$ cat src/rtl/peer_bell_pkg.sv
package peer_bell_pkg;

    localparam int REG_AW = 8;

    localparam logic [REG_AW-1:0] OFF_MASK = 8'h00;
    localparam logic [REG_AW-1:0] OFF_STAT = 8'h04;
    localparam logic [REG_AW-1:0] OFF_POS  = 8'h08;
    localparam logic [REG_AW-1:0] OFF_BELL = 8'h0C;

    typedef enum logic [1:0] {
        LNK_OFF   = 2'd0,
        LNK_WAIT  = 2'd1,
        LNK_READY = 2'd2
    } link_state_e;

    typedef struct packed {
        logic [15:0] peer;
        logic [15:0] vec;
    } bell_req_t;

endpackage

$ cat src/rtl/pb_link_fsm.sv
module pb_link_fsm
    import peer_bell_pkg::*;
(
    input  logic        clk,
    input  logic        rst_n,
    input  logic        intr_en,
    input  logic        setup_done,
    input  logic        setup_lost,
    input  logic [15:0] local_id,
    output logic        ready,
    output logic [31:0] pos_value
);

    link_state_e state_q, state_d;
    logic [15:0] id_q;
    logic        take_id;

    // next-state logic with named transitions
    always_comb begin
        state_d = state_q;
        take_id = 1'b0;
        unique case (state_q)
            LNK_OFF: begin
                if (intr_en) state_d = LNK_WAIT;                  // T_ENABLE
            end
            LNK_WAIT: begin
                if (!intr_en) state_d = LNK_OFF;                  // T_DISABLE
                else if (setup_done && !setup_lost) begin         // T_SETUP
                    state_d = LNK_READY;
                    take_id = 1'b1;
                end
            end
            LNK_READY: begin
                if (!intr_en) state_d = LNK_OFF;                  // T_DISABLE
                else if (setup_lost) state_d = LNK_WAIT;          // T_LOST
            end
            default: state_d = LNK_OFF;
        endcase
    end

    // state register
    always_ff @(posedge clk) begin
        if (!rst_n) begin
            state_q <= LNK_WAIT;
            id_q    <= 16'h0;
        end else begin
            state_q <= state_d;
            if (take_id) id_q <= local_id;
        end
    end

    // outputs
    always_comb begin
        ready     = 1'b0;
        pos_value = 32'hFFFF_FFFF;
        if (!intr_en) begin
            pos_value = 32'h0;
        end else begin
            unique case (state_q)
                LNK_READY: begin
                    ready     = 1'b1;
                    pos_value = {16'h0, id_q};
                end
                default: pos_value = 32'hFFFF_FFFF;
            endcase
        end
    end

    // setup-lost in the ready state always leaves it
    a_r8_lost_leaves_ready: assert property (@(posedge clk) disable iff (!rst_n)
        (state_q == LNK_READY && intr_en && setup_lost) |=> (state_q == LNK_WAIT));

    // latched ID holds while the link stays ready
    a_r7_id_stable: assert property (@(posedge clk) disable iff (!rst_n)
        (state_q == LNK_READY) |=> (state_q != LNK_READY || $stable(id_q)));

endmodule

$ cat src/rtl/pb_peer_table.sv
module pb_peer_table #(
    parameter int NUM_PEERS = 16,
    parameter int MAX_VEC   = 8,
    localparam int SLOT_W   = $clog2(NUM_PEERS),
    localparam int CNT_W    = $clog2(MAX_VEC + 1)
) (
    input  logic              clk,
    input  logic              rst_n,
    input  logic              tbl_we,
    input  logic [SLOT_W-1:0] tbl_slot,
    input  logic              tbl_valid,
    input  logic [15:0]       tbl_peer_id,
    input  logic [CNT_W-1:0]  tbl_vec_cnt,
    input  logic [15:0]       q_peer,
    input  logic [15:0]       q_vec,
    output logic              q_hit
);

    localparam logic [CNT_W-1:0] CNT_CAP = CNT_W'(MAX_VEC);

    logic [NUM_PEERS-1:0] vld_q;
    logic [NUM_PEERS-1:0] match;
    logic [CNT_W-1:0]     cnt_in;

    assign cnt_in = (tbl_vec_cnt > CNT_CAP) ? CNT_CAP : tbl_vec_cnt;

    for (genvar s = 0; s < NUM_PEERS; s++) begin : g_slot
        logic [15:0]      id_q;
        logic [CNT_W-1:0] cnt_q;

        always_ff @(posedge clk) begin
            if (!rst_n) begin
                vld_q[s] <= 1'b0;
                id_q     <= 16'h0;
                cnt_q    <= '0;
            end else if (tbl_we && tbl_slot == SLOT_W'(s)) begin
                vld_q[s] <= tbl_valid;
                id_q     <= tbl_peer_id;
                cnt_q    <= cnt_in;
            end
        end

        assign match[s] = vld_q[s] && (id_q == q_peer) &&
                          (q_vec < {{(16-CNT_W){1'b0}}, cnt_q});
    end

    assign q_hit = |match;

    // a table write lands in the selected slot
    a_r11_slot_load: assert property (@(posedge clk) disable iff (!rst_n)
        tbl_we |=> (vld_q[$past(tbl_slot)] == $past(tbl_valid)));

endmodule

$ cat src/rtl/pb_irq_unit.sv
module pb_irq_unit #(
    parameter int NUM_LVEC = 8
) (
    input  logic                clk,
    input  logic                rst_n,
    input  logic                msg_mode,
    input  logic                sig_ok,
    input  logic [15:0]         sig_vec,
    input  logic                mask_we,
    input  logic                stat_we,
    input  logic                stat_rd,
    input  logic                wbit,
    output logic                mask_q,
    output logic                stat_q,
    output logic [NUM_LVEC-1:0] pend_q,
    output logic                irq_level
);

    logic sig_lvl, sig_msi;

    assign sig_lvl = sig_ok && !msg_mode;
    assign sig_msi = sig_ok && msg_mode && (sig_vec < 16'(NUM_LVEC));

    always_ff @(posedge clk) begin
        if (!rst_n) begin
            mask_q <= 1'b0;
            stat_q <= 1'b0;
        end else begin
            if (mask_we) mask_q <= wbit;
            if (sig_lvl)      stat_q <= 1'b1;
            else if (stat_we) stat_q <= wbit;
            else if (stat_rd) stat_q <= 1'b0;
        end
    end

    for (genvar v = 0; v < NUM_LVEC; v++) begin : g_pend
        always_ff @(posedge clk) begin
            if (!rst_n)                              pend_q[v] <= 1'b0;
            else if (sig_msi && sig_vec == 16'(v))   pend_q[v] <= 1'b1;
        end
    end

    assign irq_level = !msg_mode && stat_q && mask_q;

    // a lone read clears status
    a_r3_read_clears: assert property (@(posedge clk) disable iff (!rst_n)
        (stat_rd && !sig_lvl && !stat_we) |=> !stat_q);

    // a level signal sets status
    a_r4_sig_sets: assert property (@(posedge clk) disable iff (!rst_n)
        sig_lvl |=> stat_q);

    // message-signalled arrivals never touch status
    a_r5_msi_no_status: assert property (@(posedge clk) disable iff (!rst_n)
        (msg_mode && sig_ok && !stat_we && !stat_q) |=> !stat_q);

    // pending bits never fall
    a_r6_pend_sticky: assert property (@(posedge clk) disable iff (!rst_n)
        1'b1 |=> ((pend_q & $past(pend_q)) == $past(pend_q)));

endmodule

$ cat src/rtl/peer_bell_regs.sv
module peer_bell_regs
    import peer_bell_pkg::*;
#(
    parameter int NUM_PEERS = 16,
    parameter int MAX_VEC   = 8,
    parameter int NUM_LVEC  = 8,
    localparam int SLOT_W   = $clog2(NUM_PEERS),
    localparam int CNT_W    = $clog2(MAX_VEC + 1)
) (
    input  logic                clk,
    input  logic                rst_n,
    input  logic                cfg_intr_en,
    input  logic                cfg_msg_mode,
    input  logic [15:0]         local_id,
    input  logic                setup_done,
    input  logic                setup_lost,
    input  logic                reg_wr,
    input  logic                reg_rd,
    input  logic [7:0]          reg_addr,
    input  logic [31:0]         reg_wdata,
    output logic [31:0]         reg_rdata,
    input  logic                tbl_we,
    input  logic [SLOT_W-1:0]   tbl_slot,
    input  logic                tbl_valid,
    input  logic [15:0]         tbl_peer_id,
    input  logic [CNT_W-1:0]    tbl_vec_cnt,
    input  logic                sig_in_valid,
    input  logic [15:0]         sig_in_vec,
    output logic                ring_valid,
    output logic [15:0]         ring_peer,
    output logic [15:0]         ring_vec,
    output logic                irq_level,
    output logic [NUM_LVEC-1:0] msg_pending
);

    logic        ready;
    logic [31:0] pos_value;
    logic        bell_wr, bell_ok, peer_hit;
    logic        mask_q, stat_q;
    bell_req_t   bell_in, ring_q;
    logic        ring_vld_q;

    pb_link_fsm u_fsm (
        .clk        (clk),
        .rst_n      (rst_n),
        .intr_en    (cfg_intr_en),
        .setup_done (setup_done),
        .setup_lost (setup_lost),
        .local_id   (local_id),
        .ready      (ready),
        .pos_value  (pos_value)
    );

    assign bell_in = bell_req_t'(reg_wdata);
    assign bell_wr = reg_wr && (reg_addr == OFF_BELL);

    pb_peer_table #(.NUM_PEERS(NUM_PEERS), .MAX_VEC(MAX_VEC)) u_tbl (
        .clk         (clk),
        .rst_n       (rst_n),
        .tbl_we      (tbl_we),
        .tbl_slot    (tbl_slot),
        .tbl_valid   (tbl_valid),
        .tbl_peer_id (tbl_peer_id),
        .tbl_vec_cnt (tbl_vec_cnt),
        .q_peer      (bell_in.peer),
        .q_vec       (bell_in.vec),
        .q_hit       (peer_hit)
    );

    pb_irq_unit #(.NUM_LVEC(NUM_LVEC)) u_irq (
        .clk       (clk),
        .rst_n     (rst_n),
        .msg_mode  (cfg_msg_mode),
        .sig_ok    (sig_in_valid && ready),
        .sig_vec   (sig_in_vec),
        .mask_we   (reg_wr && reg_addr == OFF_MASK),
        .stat_we   (reg_wr && reg_addr == OFF_STAT),
        .stat_rd   (reg_rd && reg_addr == OFF_STAT),
        .wbit      (reg_wdata[0]),
        .mask_q    (mask_q),
        .stat_q    (stat_q),
        .pend_q    (msg_pending),
        .irq_level (irq_level)
    );

    assign bell_ok = bell_wr && ready && peer_hit;

    always_ff @(posedge clk) begin
        if (!rst_n) begin
            ring_vld_q <= 1'b0;
            ring_q     <= '0;
        end else begin
            ring_vld_q <= bell_ok;
            if (bell_ok) ring_q <= bell_in;
        end
    end

    assign ring_valid = ring_vld_q;
    assign ring_peer  = ring_q.peer;
    assign ring_vec   = ring_q.vec;

    always_comb begin
        unique case (reg_addr)
            OFF_MASK: reg_rdata = {31'h0, mask_q};
            OFF_STAT: reg_rdata = {31'h0, stat_q};
            OFF_POS:  reg_rdata = pos_value;
            default:  reg_rdata = 32'h0;
        endcase
    end

    // a request only follows a doorbell write
    a_r9_ring_after_write: assert property (@(posedge clk) disable iff (!rst_n)
        ring_valid |-> $past(bell_wr));

    // no request while the link is not ready
    a_r10_drop_unready: assert property (@(posedge clk) disable iff (!rst_n)
        (bell_wr && !ready) |=> !ring_valid);

endmodule

$ cat config.mk
export PLATFORM = sky130hd
export DESIGN_NAME = peer_bell_regs
export DESIGN_NICKNAME = d
export VERILOG_FILES = /design/src/rtl/peer_bell_pkg.sv /design/src/rtl/pb_link_fsm.sv /design/src/rtl/pb_peer_table.sv /design/src/rtl/pb_irq_unit.sv /design/src/rtl/peer_bell_regs.sv
export SDC_FILE = /design/constraint.sdc
export NUM_CORES = 1
export LEC_CHECK = 0
export ABC_AREA = 0
export BUFFER_PORTS_ARGS = -buffer_cell sky130_fd_sc_hd__buf_2
export CAP_MARGIN = 40
export CORE_MARGIN = 2
export CORE_UTILIZATION = 30
export DETAILED_ROUTE_END_ITERATION = 8
export PLACE_DENSITY = 0.44
export SYNTH_ARGS = -nofsm -noshare
export SYNTH_HDL_FRONTEND = slang
export SYNTH_HIERARCHICAL = 1
export SYNTH_SLANG_ARGS = --single-unit
$ cat constraint.sdc
create_clock -name clk -period 3.45 [get_ports clk]
set_input_delay 0.69 -clock clk [delete_from_list [all_inputs] [get_ports clk]]
set_output_delay 0.69 -clock clk [all_outputs]
set_load 0.05 [all_outputs]
==> impl_metrics.yaml <==
drt:
  drt_drc_violations_left: 0
  first_pass_iters: 8
  detail-route-antenna-nets: 0
  detail_route.wl_per_cell_microns: 20.5
  drt-vias-per-instance: 4.75
  first_iter_violations: 983
  via_count: 16800
  routed_wirelength_microns: 72500
grt:
  grt_antenna_before_repair: 6
  grt_pass1_vias: 16400
  grt_pass1_wl_microns: 108000
  grt-ovfl-total: 0
  grt_max_degree: 112
  global_route.usage.total_pct: 20.7
worst_setup_path:
  worstPathArrival_ns: 3.62
  crit_path_end_kind: "flop"
  critical_path.max_fanout: 32
  startpoint_type_of_the_worst_setup_path: "input port"
  critical_path_class: "input port to flop"
  required_ns: 3.92
clock_tree:
  cts_root_buffer: "sky130_fd_sc_hd__clkbuf_16"
  postCtsResizedCells: 0
  cts_setup_buffers: 0
  cts-buffers-inserted: 48
  clk_pin_slew_worst_paths_ns: 0.06
  clk_latency_ns: 0.60
  htreeDepth: 2
  clock_tree_from_tritoncts: "done"
  max-clock-path-buffers: 3
  post_cts_hold_buffer_count: 0
  tritoncts_num_sinks: 397
timing:
  final.min_clock_period_ns: 3.16
  timing.hold.ws_ns: 0.355
  rsz0062_at_grt: "false"
  final.period_utilization_pct: 91.6
  worst_slew_margin_rel_pct: 42.9
  report.final.setup_viol: 0
  worst_clock_skew_ns: 0.0192
  tightest_slew_ns: 0.855
  slew_violations: 0
  achievable-frequency_mhz: 317
  hold_violations: 0
  tns_ns: 0
finish:
  final_layout_size_suffix_gt1_share_pct: 15.9
  nFillCells: 6791
  synthToLayoutAreaGrowth_pct: 20.1
  finalNetCount: 2784
  fin_util_pct: 36.5
placed_design:
  gp_congestion: 0.830
  detailedPlacementHpwl_microns: 47600
  port-buffer-count: 180
floorplan:
  core.rowCount: 94
  dieHeight_microns: 263
  design.die.area_sq_mm: 0.0691
  coreArea_sq_mm: 0.0661
  die_width_microns: 263
  num_io_pins: 181
  initial_core_utilization_pct: 30.4
synth:
  yosys_register_bits: 397
  synth-seq-area-share_pct: 39.5
  synth.lib_cells_used.distinct: 54
  yosys_warnings: 6
  synth-main-ff-cell: "sky130_fd_sc_hd__dfxtp_1"
  post_synth.cell_area_avg_sq_um: 8.14
  async_flop_share_pct: 0
  mapped_cells: 2471
  synth.net_count: 2626
  synth_enable_flop_cells: 0
  netlist_area_sq_mm: 0.0201
pwr:
  power.leakage_nw: 8.90
  power_density_mw_per_mm2: 457
  vdd.ir_drop.worst_v: 0.000361
  fin_total_pwr_mw: 11.0
run:
  maxCapViolations: 0
worst_hold_path:
  holdCritPathClass: "input port to flop"
outcome:
  run_status: "finished, final reports clean"
critical path, stage by stage:
cell                       delay, ns
sky130_fd_sc_hd__buf_2          0.34
sky130_fd_sc_hd__xor2_1         0.11
sky130_fd_sc_hd__nor4_1         0.33
sky130_fd_sc_hd__nand4b_1       0.22
sky130_fd_sc_hd__nor4_1         0.36
sky130_fd_sc_hd__buf_4          0.18
sky130_fd_sc_hd__a32oi_1        0.10
sky130_fd_sc_hd__and4_4         0.22
sky130_fd_sc_hd__a41oi_2        0.25
sky130_fd_sc_hd__and4_1         0.31
sky130_fd_sc_hd__nand4_4        0.12
sky130_fd_sc_hd__buf_12         0.21
sky130_fd_sc_hd__mux2i_1        0.14
where the power goes:
group	leakage, nW	switching, mW	internal (mW)
clock	0.813	2.08	3.21
combinational	4.88	0.664	0.416
sequential	3.20	0.0347	4.64
total	8.90	2.78	8.27
metrics by stage:
step,std cells,setup slack [ns],instance area (sq um)
floorplan,2471,0.611,20100
global placement,3437,-0.283,22400
detailed placement,3443,-0.267,22500
CTS,3531,0.308,24100
global route,3532,0.125,24200
finish,3532,0.292,24200
final timing paths:
path	slack (ns)	to	depth (start not counted)	from
worst min-delay path	0.35	u_fsm/id_q[8]	3	local_id[8]
worst min register to register	0.46	u_fsm/id_q[15]	2	u_fsm/id_q[15]
worst max register to register	0.29	ring_peer[4]	12	u_tbl/g_slot[6].id_q[12]
worst max-delay path	0.29	ring_peer[4]	13	reg_wdata[16]
logic make-up (layout without fill, tap and decap cells):
group / Yosys count / in the layout / share of synthesized area (%)
other: 0 / 1 / 0
AND/OR/NAND/NOR: 1062 / 1062 / 23.2
multiplexers: 50 / 50 / 2.49
AO/OA/AOI/OAI: 391 / 391 / 14.2
XOR/XNOR: 256 / 256 / 11.2
adder cells (fa/ha/maj): 48 / 48 / 2.99
buffers and inverters: 267 / 463 / 6.34
flip-flops: 397 / 397 / 39.5
Yosys cell counts (all sizes together), types with 3 or more instances:
cell type,number,share of area (%)
and4b,3,0.15
nor3,20,0.52
nor4,33,1.3
dfxtp,397,40
and2,32,1.0
nand2,826,15
nand2b,20,0.62
nor3b,4,0.15
and3,3,0.093
nand3,18,0.45
nand4,34,1.2
a21oi,16,0.40
inv,51,0.95
xor2,93,4.1
nor2b,23,0.72
buf,70,2.6
clkbuf,146,2.7
a32oi,6,0.26
mux2i,50,2.5
nor2,18,0.34
o21ai,26,0.65
ha,48,3.0
nand4b,16,0.70
a21boi,337,13
xnor2,163,7.1
placed cells by master (no fill, tap or decap), types with 18 or more instances in the layout:
cell type,instances
sky130_fd_sc_hd__nor2b_1,20
sky130_fd_sc_hd__mux2i_1,50
sky130_fd_sc_hd__inv_1,51
sky130_fd_sc_hd__nand2b_1,20
sky130_fd_sc_hd__nand2_1,825
sky130_fd_sc_hd__nor4_1,28
sky130_fd_sc_hd__and2_1,32
sky130_fd_sc_hd__o21ai_0,26
sky130_fd_sc_hd__nand3_1,18
sky130_fd_sc_hd__a21boi_0,333
sky130_fd_sc_hd__clkbuf_16,49
sky130_fd_sc_hd__xnor2_1,163
sky130_fd_sc_hd__nor2_1,18
sky130_fd_sc_hd__xor2_1,92
sky130_fd_sc_hd__buf_4,114
sky130_fd_sc_hd__buf_12,24
sky130_fd_sc_hd__nand4_1,32
sky130_fd_sc_hd__ha_1,48
sky130_fd_sc_hd__clkbuf_8,18
sky130_fd_sc_hd__dfxtp_1,397
sky130_fd_sc_hd__buf_2,179
registers in the layout, summed over array words and instances (netlist names):
| name | flops |
|---|---|
| u_tbl/g_slot.cnt_q | 64 |
| ring_vec | 16 |
| u_irq/stat_q | 1 |
| u_irq/pend_q | 8 |
| u_tbl/vld_q | 16 |
| u_fsm/state_q | 2 |
| u_fsm/id_q | 16 |
| ring_valid | 1 |
| u_irq/mask_q | 1 |
| ring_peer | 16 |
| u_tbl/g_slot.id_q | 256 |
routing by layer:
metal | track usage [%] | share of wire, %
met1 | 26.6 | 45
met2 | 35.2 | 47
met3 | 3.35 | 4.9
met4 | 6.49 | 3.1
met5 | 0 | 0.051
area by class of cell:
cell class                 count  area [sq um]  area share [%]
clock inverter                10           135           0.560
inverter                      51           191           0.793
multi-input combinational   1807         10900            45.1
clock buffer                  78          1520            6.27
timing repair buffer         324          2370            9.83
sequential                   397          7950            32.9
antenna                        1          2.50          0.0104
tap                          864          1080            4.48
Power figures use the tool's default switching activity.
